==> src/rtl/sar_serial_pkg.sv <==
package sar_serial_pkg;
   typedef enum logic [2:0] {
      ST_IDLE,
      ST_ARM,
      ST_SAMPLE,
      ST_CONV,
      ST_REPLAY,
      ST_ZEROS
   } seq_state_t;
endpackage

==> src/rtl/sar_edge_sync.sv <==
module sar_edge_sync #(
   parameter int   STAGES  = 2,
   parameter logic RST_VAL = 1'b0
) (
   input  logic clk,
   input  logic rst_n,
   input  logic d,
   output logic lvl,
   output logic rise,
   output logic fall
);
   logic prev_q;

   generate
      if (STAGES == 0) begin : g_direct
         assign lvl = d;
      end else begin : g_chain
         logic [STAGES-1:0] chain_q;
         always_ff @(posedge clk or negedge rst_n) begin
            if (!rst_n) begin
               chain_q <= {STAGES{RST_VAL}};
            end else begin
               chain_q[0] <= d;
               for (int i = 1; i < STAGES; i++) chain_q[i] <= chain_q[i-1];
            end
         end
         assign lvl = chain_q[STAGES-1];
      end
   endgenerate

   always_ff @(posedge clk or negedge rst_n) begin
      if (!rst_n) prev_q <= RST_VAL;
      else        prev_q <= lvl;
   end

   assign rise = lvl & ~prev_q;
   assign fall = ~lvl & prev_q;
endmodule

==> src/rtl/sar_search_reg.sv <==
module sar_search_reg #(
   parameter int WIDTH = 12
) (
   input  logic             clk,
   input  logic             rst_n,
   input  logic             clear,
   input  logic             start,
   input  logic             decide,
   input  logic             above,
   output logic [WIDTH-1:0] trial,
   output logic             last
);
   localparam int PW = $clog2(WIDTH);

   logic [WIDTH-1:0] trial_q;
   logic [PW-1:0]    ptr_q;

   always_ff @(posedge clk or negedge rst_n) begin
      if (!rst_n) begin
         trial_q <= '0;
         ptr_q   <= '0;
      end else if (clear) begin
         trial_q <= '0;
         ptr_q   <= '0;
      end else if (start) begin
         trial_q <= {1'b1, {(WIDTH-1){1'b0}}};
         ptr_q   <= PW'(WIDTH-1);
      end else if (decide) begin
         trial_q[ptr_q] <= above;
         if (ptr_q != '0) begin
            trial_q[ptr_q - PW'(1)] <= 1'b1;
            ptr_q                   <= ptr_q - PW'(1);
         end
      end
   end

   assign trial = trial_q;
   assign last  = (ptr_q == '0);
endmodule

==> src/rtl/sar_serial_ctrl.sv <==
module sar_serial_ctrl
   import sar_serial_pkg::*;
#(
   parameter int WIDTH       = 12,
   parameter int SYNC_STAGES = 2
) (
   input  logic             clk,
   input  logic             rst_n,
   input  logic             cs_n,
   input  logic             sclk,
   input  logic             cmp_above,
   output logic [WIDTH-1:0] trial_code,
   output logic             sample_en,
   output logic             sdo,
   output logic             sdo_oe,
   output logic             pwr_dn
);
   localparam int IW = $clog2(WIDTH);

   generate
      if (WIDTH < 2 || WIDTH > 32) begin : g_bad_width
         $error("sar_serial_ctrl: WIDTH must lie in 2..32");
      end
      if (SYNC_STAGES < 0 || SYNC_STAGES > 4) begin : g_bad_sync
         $error("sar_serial_ctrl: SYNC_STAGES must lie in 0..4");
      end
   endgenerate

   logic cs_hi, cs_rise, cs_fall;
   logic sclk_lvl, sclk_rise, sclk_fall;
   logic unused_edges;

   // Chip select history resets to "low" so a select held low at power-up never looks like a fall.
   sar_edge_sync #(.STAGES(SYNC_STAGES), .RST_VAL(1'b0)) u_cs_sync (
      .clk(clk), .rst_n(rst_n), .d(cs_n),
      .lvl(cs_hi), .rise(cs_rise), .fall(cs_fall)
   );

   sar_edge_sync #(.STAGES(SYNC_STAGES), .RST_VAL(1'b0)) u_sclk_sync (
      .clk(clk), .rst_n(rst_n), .d(sclk),
      .lvl(sclk_lvl), .rise(sclk_rise), .fall(sclk_fall)
   );

   assign unused_edges = &{1'b0, cs_rise, sclk_lvl};

   seq_state_t    state_q;
   logic          fcnt_q;
   logic [IW-1:0] idx_q;
   logic          sdo_q, oe_q;
   logic          sar_start, sar_decide, sar_last;

   assign sar_start  = !cs_hi && (state_q == ST_SAMPLE) && sclk_fall && fcnt_q;
   assign sar_decide = !cs_hi && (state_q == ST_CONV) && sclk_fall;

   sar_search_reg #(.WIDTH(WIDTH)) u_search (
      .clk(clk), .rst_n(rst_n),
      .clear(cs_hi), .start(sar_start), .decide(sar_decide),
      .above(cmp_above), .trial(trial_code), .last(sar_last)
   );

   always_ff @(posedge clk or negedge rst_n) begin
      if (!rst_n) begin
         state_q <= ST_IDLE;
         fcnt_q  <= 1'b0;
         idx_q   <= '0;
         sdo_q   <= 1'b0;
         oe_q    <= 1'b0;
      end else if (cs_hi) begin
         state_q <= ST_IDLE;
         fcnt_q  <= 1'b0;
         idx_q   <= '0;
         sdo_q   <= 1'b0;
         oe_q    <= 1'b0;
      end else begin
         unique case (state_q)
            ST_IDLE: if (cs_fall) state_q <= ST_ARM;
            ST_ARM: if (sclk_rise) begin
               state_q <= ST_SAMPLE;
               fcnt_q  <= 1'b0;
            end
            ST_SAMPLE: if (sclk_fall) begin
               if (!fcnt_q) begin
                  fcnt_q <= 1'b1;
               end else begin
                  state_q <= ST_CONV;
                  oe_q    <= 1'b1;
                  sdo_q   <= 1'b0;
               end
            end
            ST_CONV: if (sclk_fall) begin
               sdo_q <= cmp_above;
               if (sar_last) begin
                  state_q <= ST_REPLAY;
                  idx_q   <= IW'(1);
               end
            end
            ST_REPLAY: if (sclk_fall) begin
               sdo_q <= trial_code[idx_q];
               if (idx_q == IW'(WIDTH-1)) state_q <= ST_ZEROS;
               else                       idx_q   <= idx_q + IW'(1);
            end
            ST_ZEROS: if (sclk_fall) sdo_q <= 1'b0;
            default: state_q <= ST_IDLE;
         endcase
      end
   end

   assign sample_en = (state_q == ST_SAMPLE);
   assign pwr_dn    = (state_q == ST_IDLE) || (state_q == ST_REPLAY) || (state_q == ST_ZEROS);
   assign sdo       = sdo_q;
   assign sdo_oe    = oe_q;
endmodule

==> config.mk <==
export PLATFORM = sky130hd
export DESIGN_NAME = sar_serial_ctrl
export DESIGN_NICKNAME = d
export VERILOG_FILES = /design/src/rtl/sar_serial_pkg.sv /design/src/rtl/sar_edge_sync.sv /design/src/rtl/sar_search_reg.sv /design/src/rtl/sar_serial_ctrl.sv
export SDC_FILE = /design/constraint.sdc
export NUM_CORES = 1
export LEC_CHECK = 0
export ABC_AREA = 1
export BUFFER_PORTS_ARGS = -buffer_cell sky130_fd_sc_hd__buf_2
export CAP_MARGIN = 0
export CORE_UTILIZATION = 35
export DETAILED_ROUTE_END_ITERATION = 6
export PLACE_DENSITY_LB_ADDON = 0.1
export SLEW_MARGIN = 20
export SYNTH_ARGS = -nofsm -noshare
export SYNTH_HDL_FRONTEND = slang
export SYNTH_HIERARCHICAL = 1
export SYNTH_SLANG_ARGS = --single-unit
==> constraint.sdc <==
create_clock -name clk -period 2.45 [get_ports clk]
set_input_delay 0.1225 -clock clk [delete_from_list [all_inputs] [get_ports clk]]
set_output_delay 0.1225 -clock clk [all_outputs]
set_load 0.005 [all_outputs]
* Word-level counts from Yosys, hierarchy flattened *
Index checks and enable logic that the tools add are counted.
W data, S select, Z words.

storage, ports and cells
  bits in registers = 32
  input bits = 5

cells by class
  reductions and logical operators = 27
  equality and inequality tests = 17
  multiplexer cells = 46
  $lt $le $gt $ge = 5
  bitwise logic cells = 7
  add/subtract/negate cells = 2

operator list
  cell                   number
  $mux W12               4
  $mux W4                9
  $mux W3                9
  $ne A3 B2 Y1 const B   8
  $pmux W3 S6            1
  $mux W1                16
  $lt A4 B5 Y1 const B   3
  $bwmux W12             1
  $or A12 B12 Y12        1
  $reduce_bool A3 Y1     4
  $reduce_and A9 Y1      1
  $demux W1 S4           2
  $ge A4 B1 Y1 const B   2
  $pmux W4 S2            1
  $logic_and A1 B1 Y1    7
  $eq A3 B2 Y1 const B   2
  $eq A3 B3 Y1 const B   2
  $ne A3 B1 Y1 const B   2
  $reduce_and A3 Y1      2
  $reduce_and A6 Y1      1
  $reduce_bool A2 Y1     3
  $reduce_and A5 Y1      1
  $reduce_bool A5 Y1     1
  $add A4 B1 Y4 const B  1
  other kinds (15)       20

* Longest topological paths before layout *
Gate-level depths: netlist of run 1.

  word-level depth = 10
  mapped depth = 11
  depth with buffers taken out = 11

* By module *
The synthesis of run 1 kept the hierarchy.

modules (own cells, without submodules)
  module           instances  seq. area each (um2)  cells each  area an instance (um2)
  sar_search_reg   1          400.4                 149         1089.8
  sar_serial_ctrl  1          250.2                 126         838.3
  sar_edge_sync    2          75.1                  7           90.1

* Least setup slack after synthesis of run 1 *
No wires, ideal clock.

  path kind = register to register
  from = reg state_q[0]
  to = reg u_search.trial_q[7] (netlist: u_search/trial[7])
  path slack = 0.675 ns
  library setup time = 0.125 ns
  required time = 2.325 ns
  stages on the path, launching flop included = 11
  arrival = 1.650 ns
  cell sequence = dfrtp_1 > inv_2 > nand3_2 > nor2_2 > inv_1 > nor2_1 > nor2_4 > nand2_1 > clkinv_1 > o21ai_0 > o21ai_1

on the way
  longest elaborated chain between the ends = 6
  elaborated cells between the ends (all ways) = 10

RTL lines
  element                                line                   text
  start: declaration                     sar_serial_ctrl.sv:46  seq_state_t state_q;
  start signal: assignment               sar_serial_ctrl.sv:63  state_q <= ST_IDLE;
  start signal: assignment               sar_serial_ctrl.sv:69  state_q <= ST_IDLE;
  start signal: assignment               sar_serial_ctrl.sv:76  ST_IDLE: if (cs_fall) state_q <= ST_ARM;
  $eq A3 B2 Y1 (*)                       sar_serial_ctrl.sv:52  assign sar_start = !cs_hi && (state_q == ST_SAMPLE) && sclk_fall && fcnt_q;
  $logic_and A1 B1 Y1 (*) (3 in series)  sar_serial_ctrl.sv:52
  via sar_start                          sar_serial_ctrl.sv:50  logic sar_start, sar_decide, sar_last;
  $mux W12                               sar_search_reg.sv:25   end else if (start) begin
  $mux W12                               sar_search_reg.sv:22   end else if (clear) begin
  end signal: assignment                 sar_search_reg.sv:26   trial_q <= {1'b1, {(WIDTH-1){1'b0}}};
  end signal: indexed assignment         sar_search_reg.sv:29   trial_q[ptr_q] <= above;
  end: declaration                       sar_search_reg.sv:15   logic [WIDTH-1:0] trial_q;

The timed path passes the listed nets; every way through them passes the cells marked *.
A chain may end at the register's enable or synchronous reset.

* Worst setup path after layout of run 1 *
Same ends and word-level chain as after synthesis.

==> results.md, run 1 <==
* Status: finished, final reports clean
* Vias in the first global route at 1830
* YS warnings at 6
* Port bufs at 20
* Detailed Route Iter0 Violations at 102
* Post-synthesis cell count at 287
* RR Startpoint: state_q[0]
* CP Buf/Inv Count at 3
* CTS root buffer: clkbuf_8
* Largest net degree at the start of global routing at 33
* P_leak at 1.209 nW
* Worst reg2reg setup slack at 360 ps
* Fmax at 0.4786 GHz
* Antenna violations before repair at 0
* Pre-antenna DRT Iters at 4
* Multi-input logic area at 1117 sq um
* Critical Path, Cell by Cell: inv_2 -> nand3_2 -> nor2_2 -> inv_1 -> nor2_1 -> nor2_4 -> nand2_1 -> clkinv_1 -> o21ai_0 -> o21ai_1
* Num CTS Buffers at 5
* WL final at 5.101 mm
* R2R Path End: u_search/trial[7]
* Dpl ws at 387.1 ps
* CTS Hold Buffers Added at 3
* Part of the cycle the worst path needs at 85.28%
* # resized after CTS at 0
* Pins Over Slew Limit at 0
* Slowest-stage cell, CP: dfrtp_1
* Mean Syn Cell Area at 7.320 sq um
* Final ANT Viol Nets at 0
* Via density at 4.943
* HPWL Detailed at 3.797 mm
* P per Cell Area at 839.3 nW/um^2
* DRC viols at 0
* Max_slew headroom at 52.40%
* Vias at 1923
* Crit Path Max Fanout at 9
* N_diodes at 0
* Worst hold path stage count at 5
* Num rows at 27
* Core footprint at 5642 sq um
* Fin. Hold Viols at 0
* Fraction of layout instances using a drive strength above 1 at 19.87%
* Max-capacitance violation count at 0
* Worst Path Required at 2620 ps
* Routed length per instance at 13.11 microns
* Hold/Removal Path Class: in -> reg
* Worst-skew pair later-pin latency at 280 ps
* Placed cell area at 2276 sq um
* Synthesized cell area at 2101 sq um
* Crit path launch type: flip-flop
* Seq. cell area at 800.8 sq um
* Initial Util at 37.24%
* Top Ports at 21
* Finish-stage setup viols at 0
* Die X at 79.48 microns
* CP max stage delay at 440 ps
* DIE AREA at 6316 sq um
* Hold Path Origin: cmp_above
* Clock sink count at 32
* Most common cell after layout, fill and taps aside: nand2_1
* # fillers at 621
* Post-layout util at 42.85%
* Longest Clk Path Bufs at 2
* WHS Endpoint: sdo
* Remaining Overflow, GRT at 0
* Mapped Nets at 298
* Critical path data arrival time at 2260 ps
* Hold Slack at 308.3 ps
* Clk_skew at 3.536 ps
* Setup tns final at 0 ps
* Fin nets at 327
* RSZ-0062 raised after global routing: no
* Maximum vdd drop at 0.3412 mV
* Total GRT Usage at 18.28%
* First-pass GRT wire length at 8.866 mm
* Worst setup path category: reg -> reg
* Worst-Margin Slew at 714.0 ps
* Setup bufs post-CTS at 0
* Die Y at 79.48 microns
* Final setup margin at 360.5 ps
* Clock transition at the registers of the reported paths at 70 ps
* TritonCTS clock tree: yes
* Htree depth at 2
* CP endpoint kind: flip-flop
* Crit path time final at 2089 ps
* Routability cong. at 0.8390
* Most frequent cells in the layout: nand2_1, inv_1, dfrtp_1, nor2_1
* CP top delay family: simple AND/OR/NAND/NOR gates
* Post-route cell area at 2417 sq um
* Area grow syn2layout at 15.07%
* Reg2reg path depth at 10
==> power breakdown <==
| group | leakage, nW | switching (mW) | internal, mW |
|---|---|---|---|
| clock network | 0.0541 | 0.207 | 0.301 |
| registers | 0.424 | 0.102 | 0.590 |
| logic | 0.730 | 0.542 | 0.288 |
==> tightest hold or removal path, stage by stage <==
cell and delay [ps]:
buf_2 190, nand2_1 100, nand2_1 50, nand2_1 50, nand2_1 40
==> flip-flops by register name (all words and copies together), names as in the netlist <==
register / flops
u_cs_sync/g_chain.chain_q: 2
sdo: 1
u_cs_sync/prev_q: 1
state_q: 3
fcnt_q: 1
u_search/ptr_q: 4
sdo_oe: 1
idx_q: 4
u_sclk_sync/prev_q: 1
u_sclk_sync/g_chain.chain_q: 2
u_search/trial: 12
==> how the worst max path moves through the flow <==
stage	start	to	slack (ps)	cells after the start
global placement	state_q[0]	u_search/trial[7]	470	10
detailed placement	state_q[0]	u_search/trial[7]	390	10
CTS	state_q[0]	u_search/trial[7]	360	10
global route	state_q[0]	u_search/trial[9]	70	10
finish	state_q[0]	u_search/trial[7]	360	10
floorplan	state_q[0]	u_search/trial[7]	680	10
==> through the flow <==
step	instances	total power [mW]
floorplan	287	1.333
global placement	378	1.533
detailed placement	378	1.526
CTS	389	2.055
global route	389	2.212
finish	389	2.029
==> per-layer routing <==
metal	part of all wire, %	global-route usage (%)
met4	1.2	5.455
met2	44	28.12
met1	51	25.44
met3	3.8	3.886
met5	0	0
==> final cells by class <==
| type | count | area share (%) |
|---|---|---|
| Multi-Input combinational cell | 212 | 46.22 |
| Sequential cell | 32 | 33.13 |
| Inverter | 40 | 6.315 |
| Timing Repair Buffer | 25 | 6.004 |
| Tap cell | 72 | 3.727 |
| Clock buffer | 5 | 2.847 |
| Clock inverter | 3 | 1.760 |
No activity file was read; power rests on OpenSTA's default activity.
==> run 2, diff against run 1 <==
--- a/config.mk
+++ b/config.mk
@@ -11,6 +11,7 @@
 export CORE_UTILIZATION = 35
 export DETAILED_ROUTE_END_ITERATION = 6
 export PLACE_DENSITY_LB_ADDON = 0.1
+export RECOVER_POWER = 25
 export SLEW_MARGIN = 20
 export SYNTH_ARGS = -nofsm -noshare
 export SYNTH_HDL_FRONTEND = slang
==> run 2 against run 1 <==
Fmax is 0.72% lower. Via count is 0.78% lower. Utilization is 0.13 points lower. Non-clock buffer count stayed put. Final cell count stayed put. Sequential power hardly changed. Critical path type unchanged. Critical endpoint unchanged. Largest cell class unchanged.
==> results.md, run 2 (same netlist as run 1, synthesis figures left out) <==
* Largest net degree at the start of global routing at 33 (unchanged)
* Critical path data arrival time at 2270 ps (about the same)
* Routed length per instance at 13.09 microns (-0.16%)
* Worst reg2reg setup slack at 350 ps (-20 ps)
* Num rows at 27 (unchanged)
* Worst-Margin Slew at 713.9 ps (-0.1088 ps)
* Initial Util at 37.24% (unchanged)
* P per Cell Area at 841.1 nW/um^2 (+0.21%)
* First-pass GRT wire length at 8.866 mm (unchanged)
* Max-capacitance violation count at 0 (unchanged)
* N_diodes at 0 (unchanged)
* Crit path launch type: flip-flop
* Longest Clk Path Bufs at 2 (unchanged)
* Top Ports at 21 (unchanged)
* Placed cell area at 2276 sq um (unchanged)
* Reg2reg path depth at 10 (unchanged)
* Setup tns final at 0 ps (unchanged)
* Port bufs at 20 (unchanged)
* Final Total Pwr at 2.027 mW (about the same)
* Clock transition at the registers of the reported paths at 70 ps (about the same)
* Antenna violations before repair at 0 (unchanged)
* Hold/Removal Path Class: in -> reg
* Status: finished, final reports clean
* CP endpoint kind: flip-flop
* Clk_skew at 3.481 ps (-0.05454 ps)
* Fin nets at 327 (unchanged)
* Most common cell after layout, fill and taps aside: nand2_1
* Remaining Overflow, GRT at 0 (unchanged)
* Clock share of power at 25.1% (about the same)
* Final ANT Viol Nets at 0 (unchanged)
* Area grow syn2layout at 14.71%
* Max_slew headroom at 52.41% (about the same)
* Gate power share at 40.8% (about the same)
* RR Startpoint: state_q[0]
* Fmax at 0.4752 GHz (-0.72%)
* Die X at 79.48 microns (unchanged)
* Critical Path, Cell by Cell: inv_2 -> nand3_2 -> nor2_2 -> inv_1 -> nor2_1 -> nor2_4 -> nand2_1 -> clkinv_1 -> o21ai_0 -> o21ai_1
* Crit Path Max Fanout at 9 (unchanged)
* Worst setup path category: reg -> reg
* WHS Endpoint: sdo
* Finish-stage setup viols at 0 (unchanged)
* DRC viols at 0 (unchanged)
* P_leak at 1.192 nW (-1.4%)
* TritonCTS clock tree: yes
* Post-route cell area at 2410 sq um (-0.31%)
* RSZ-0062 raised after global routing: no
* Dpl ws at 387.1 ps (unchanged)
* Final setup margin at 345.5 ps (-15.06 ps)
* Routability cong. at 0.8390 (unchanged)
* Max reg flops at 12 (unchanged)
* CTS root buffer: clkbuf_8
* Pre-antenna DRT Iters at 5 (+1)
* Vias in the first global route at 1830 (unchanged)
* # resized after CTS at 0 (unchanged)
* Die Y at 79.48 microns (unchanged)
* Final cell count without fillers at 389 (unchanged)
* DP Cell Count at 378 (unchanged)
* CP Buf/Inv Count at 3 (unchanged)
* Pins Over Slew Limit at 0 (unchanged)
* Cell Int Power at 1.177 mW (about the same)
* Switching power at 0.8498 mW (-0.14%)
* Slowest-stage cell, CP: dfrtp_1
* WL final at 5.093 mm (-0.16%)
* Sw frac at 41.92% (about the same)
* Detailed Route Iter0 Violations at 106 (+3.9%)
* CP top delay family: simple AND/OR/NAND/NOR gates
* Total GRT Usage at 18.28% (unchanged)
* R2R Path End: u_search/trial[7]
* Core footprint at 5642 sq um (unchanged)
* Worst Path Required at 2620 ps (about the same)
* Worst hold path stage count at 5 (unchanged)
* Fraction of layout instances using a drive strength above 1 at 18.61% (-1.3 points)
* Htree depth at 2 (unchanged)
* Fin. Hold Viols at 0 (unchanged)
* Vias at 1908 (-0.78%)
* Maximum vdd drop at 0.3411 mV (about the same)
* Via density at 4.905 (-0.78%)
* Hold Slack at 308.2 ps (-0.04300 ps)
* Num CTS Buffers at 5 (unchanged)
* CP max stage delay at 440 ps (about the same)
* DIE AREA at 6316 sq um (unchanged)
* Seq pwr share at 34.1% (about the same)
* Post-layout util at 42.71% (-0.13 points)
* Worst-skew pair later-pin latency at 280 ps (about the same)
* Hold Path Origin: cmp_above
* Most frequent cells in the layout: nand2_1, inv_1, dfrtp_1, nor2_1, nand3_1
* Crit path time final at 2105 ps (+15.06 ps)
* Clock sink count at 32 (unchanged)
* HPWL Detailed at 3.797 mm (unchanged)
* Part of the cycle the worst path needs at 85.90% (+0.61 points)
-- run 2: changes by cell type in the layout (fill, tap and decap cells not counted), sizes merged --
cell | before | now
buf | 22 | 18
clkbuf | 5 | 9
-- run 2: layer usage --
layer  wire [microns]  vias to the layer above  part of all wire (%)  track usage, %
met5                0                        -                     0               0
met4               63                        0                   1.2           5.455
met3              208                        5                   4.1           3.886
met2             2216                       46                    44           28.12
met1             2604                      864                    51           25.44
li1                 -                      993                     -               -
-- run 2: final cells by class --
| type | count | area, sq um |
|---|---|---|
| Tap cell | 72 | 90.09 |
| Timing Repair Buffer | 25 | 137.6 |
| Fill cell | 626 | 3232 |
| Multi-Input combinational cell | 212 | 1117 |
| Inverter | 40 | 152.6 |
| Clock buffer | 5 | 68.82 |
| Sequential cell | 32 | 800.8 |
| Clock inverter | 3 | 42.54 |
-- run 2: how the worst max path moves through the flow --
stage | from | to | depth (start not counted)
floorplan | state_q[0] | u_search/trial[7] | 10
CTS | state_q[0] | u_search/trial[7] | 10
global placement | state_q[0] | u_search/trial[7] | 10
finish | state_q[0] | u_search/trial[7] | 10
global route | state_q[0] | u_search/trial[9] | 10
detailed placement | state_q[0] | u_search/trial[7] | 10
-- run 2: timing repair --
action,in CTS,in global routing
hold buffers,3,0
buffers inserted,0,0
endpoints found under the hold margin,34,0
-- run 2: power by group through the flow --
stage | Clock [mW] | Sequential, mW | Combinational (mW)
5_1_grt | 0.557 | 0.702 | 0.952
2_1_floorplan | 0 | 0.668 | 0.665
6_report | 0.508 | 0.691 | 0.828
3_3_place_gp | 0 | 0.700 | 0.834
4_1_cts | 0.529 | 0.690 | 0.836
3_5_place_dp | 0 | 0.700 | 0.826
-- run 2: worst min-delay path, delay by kind of cell --
kind          cells  cell delay (ps)
buf+inv           1              190
simple gates      4              240
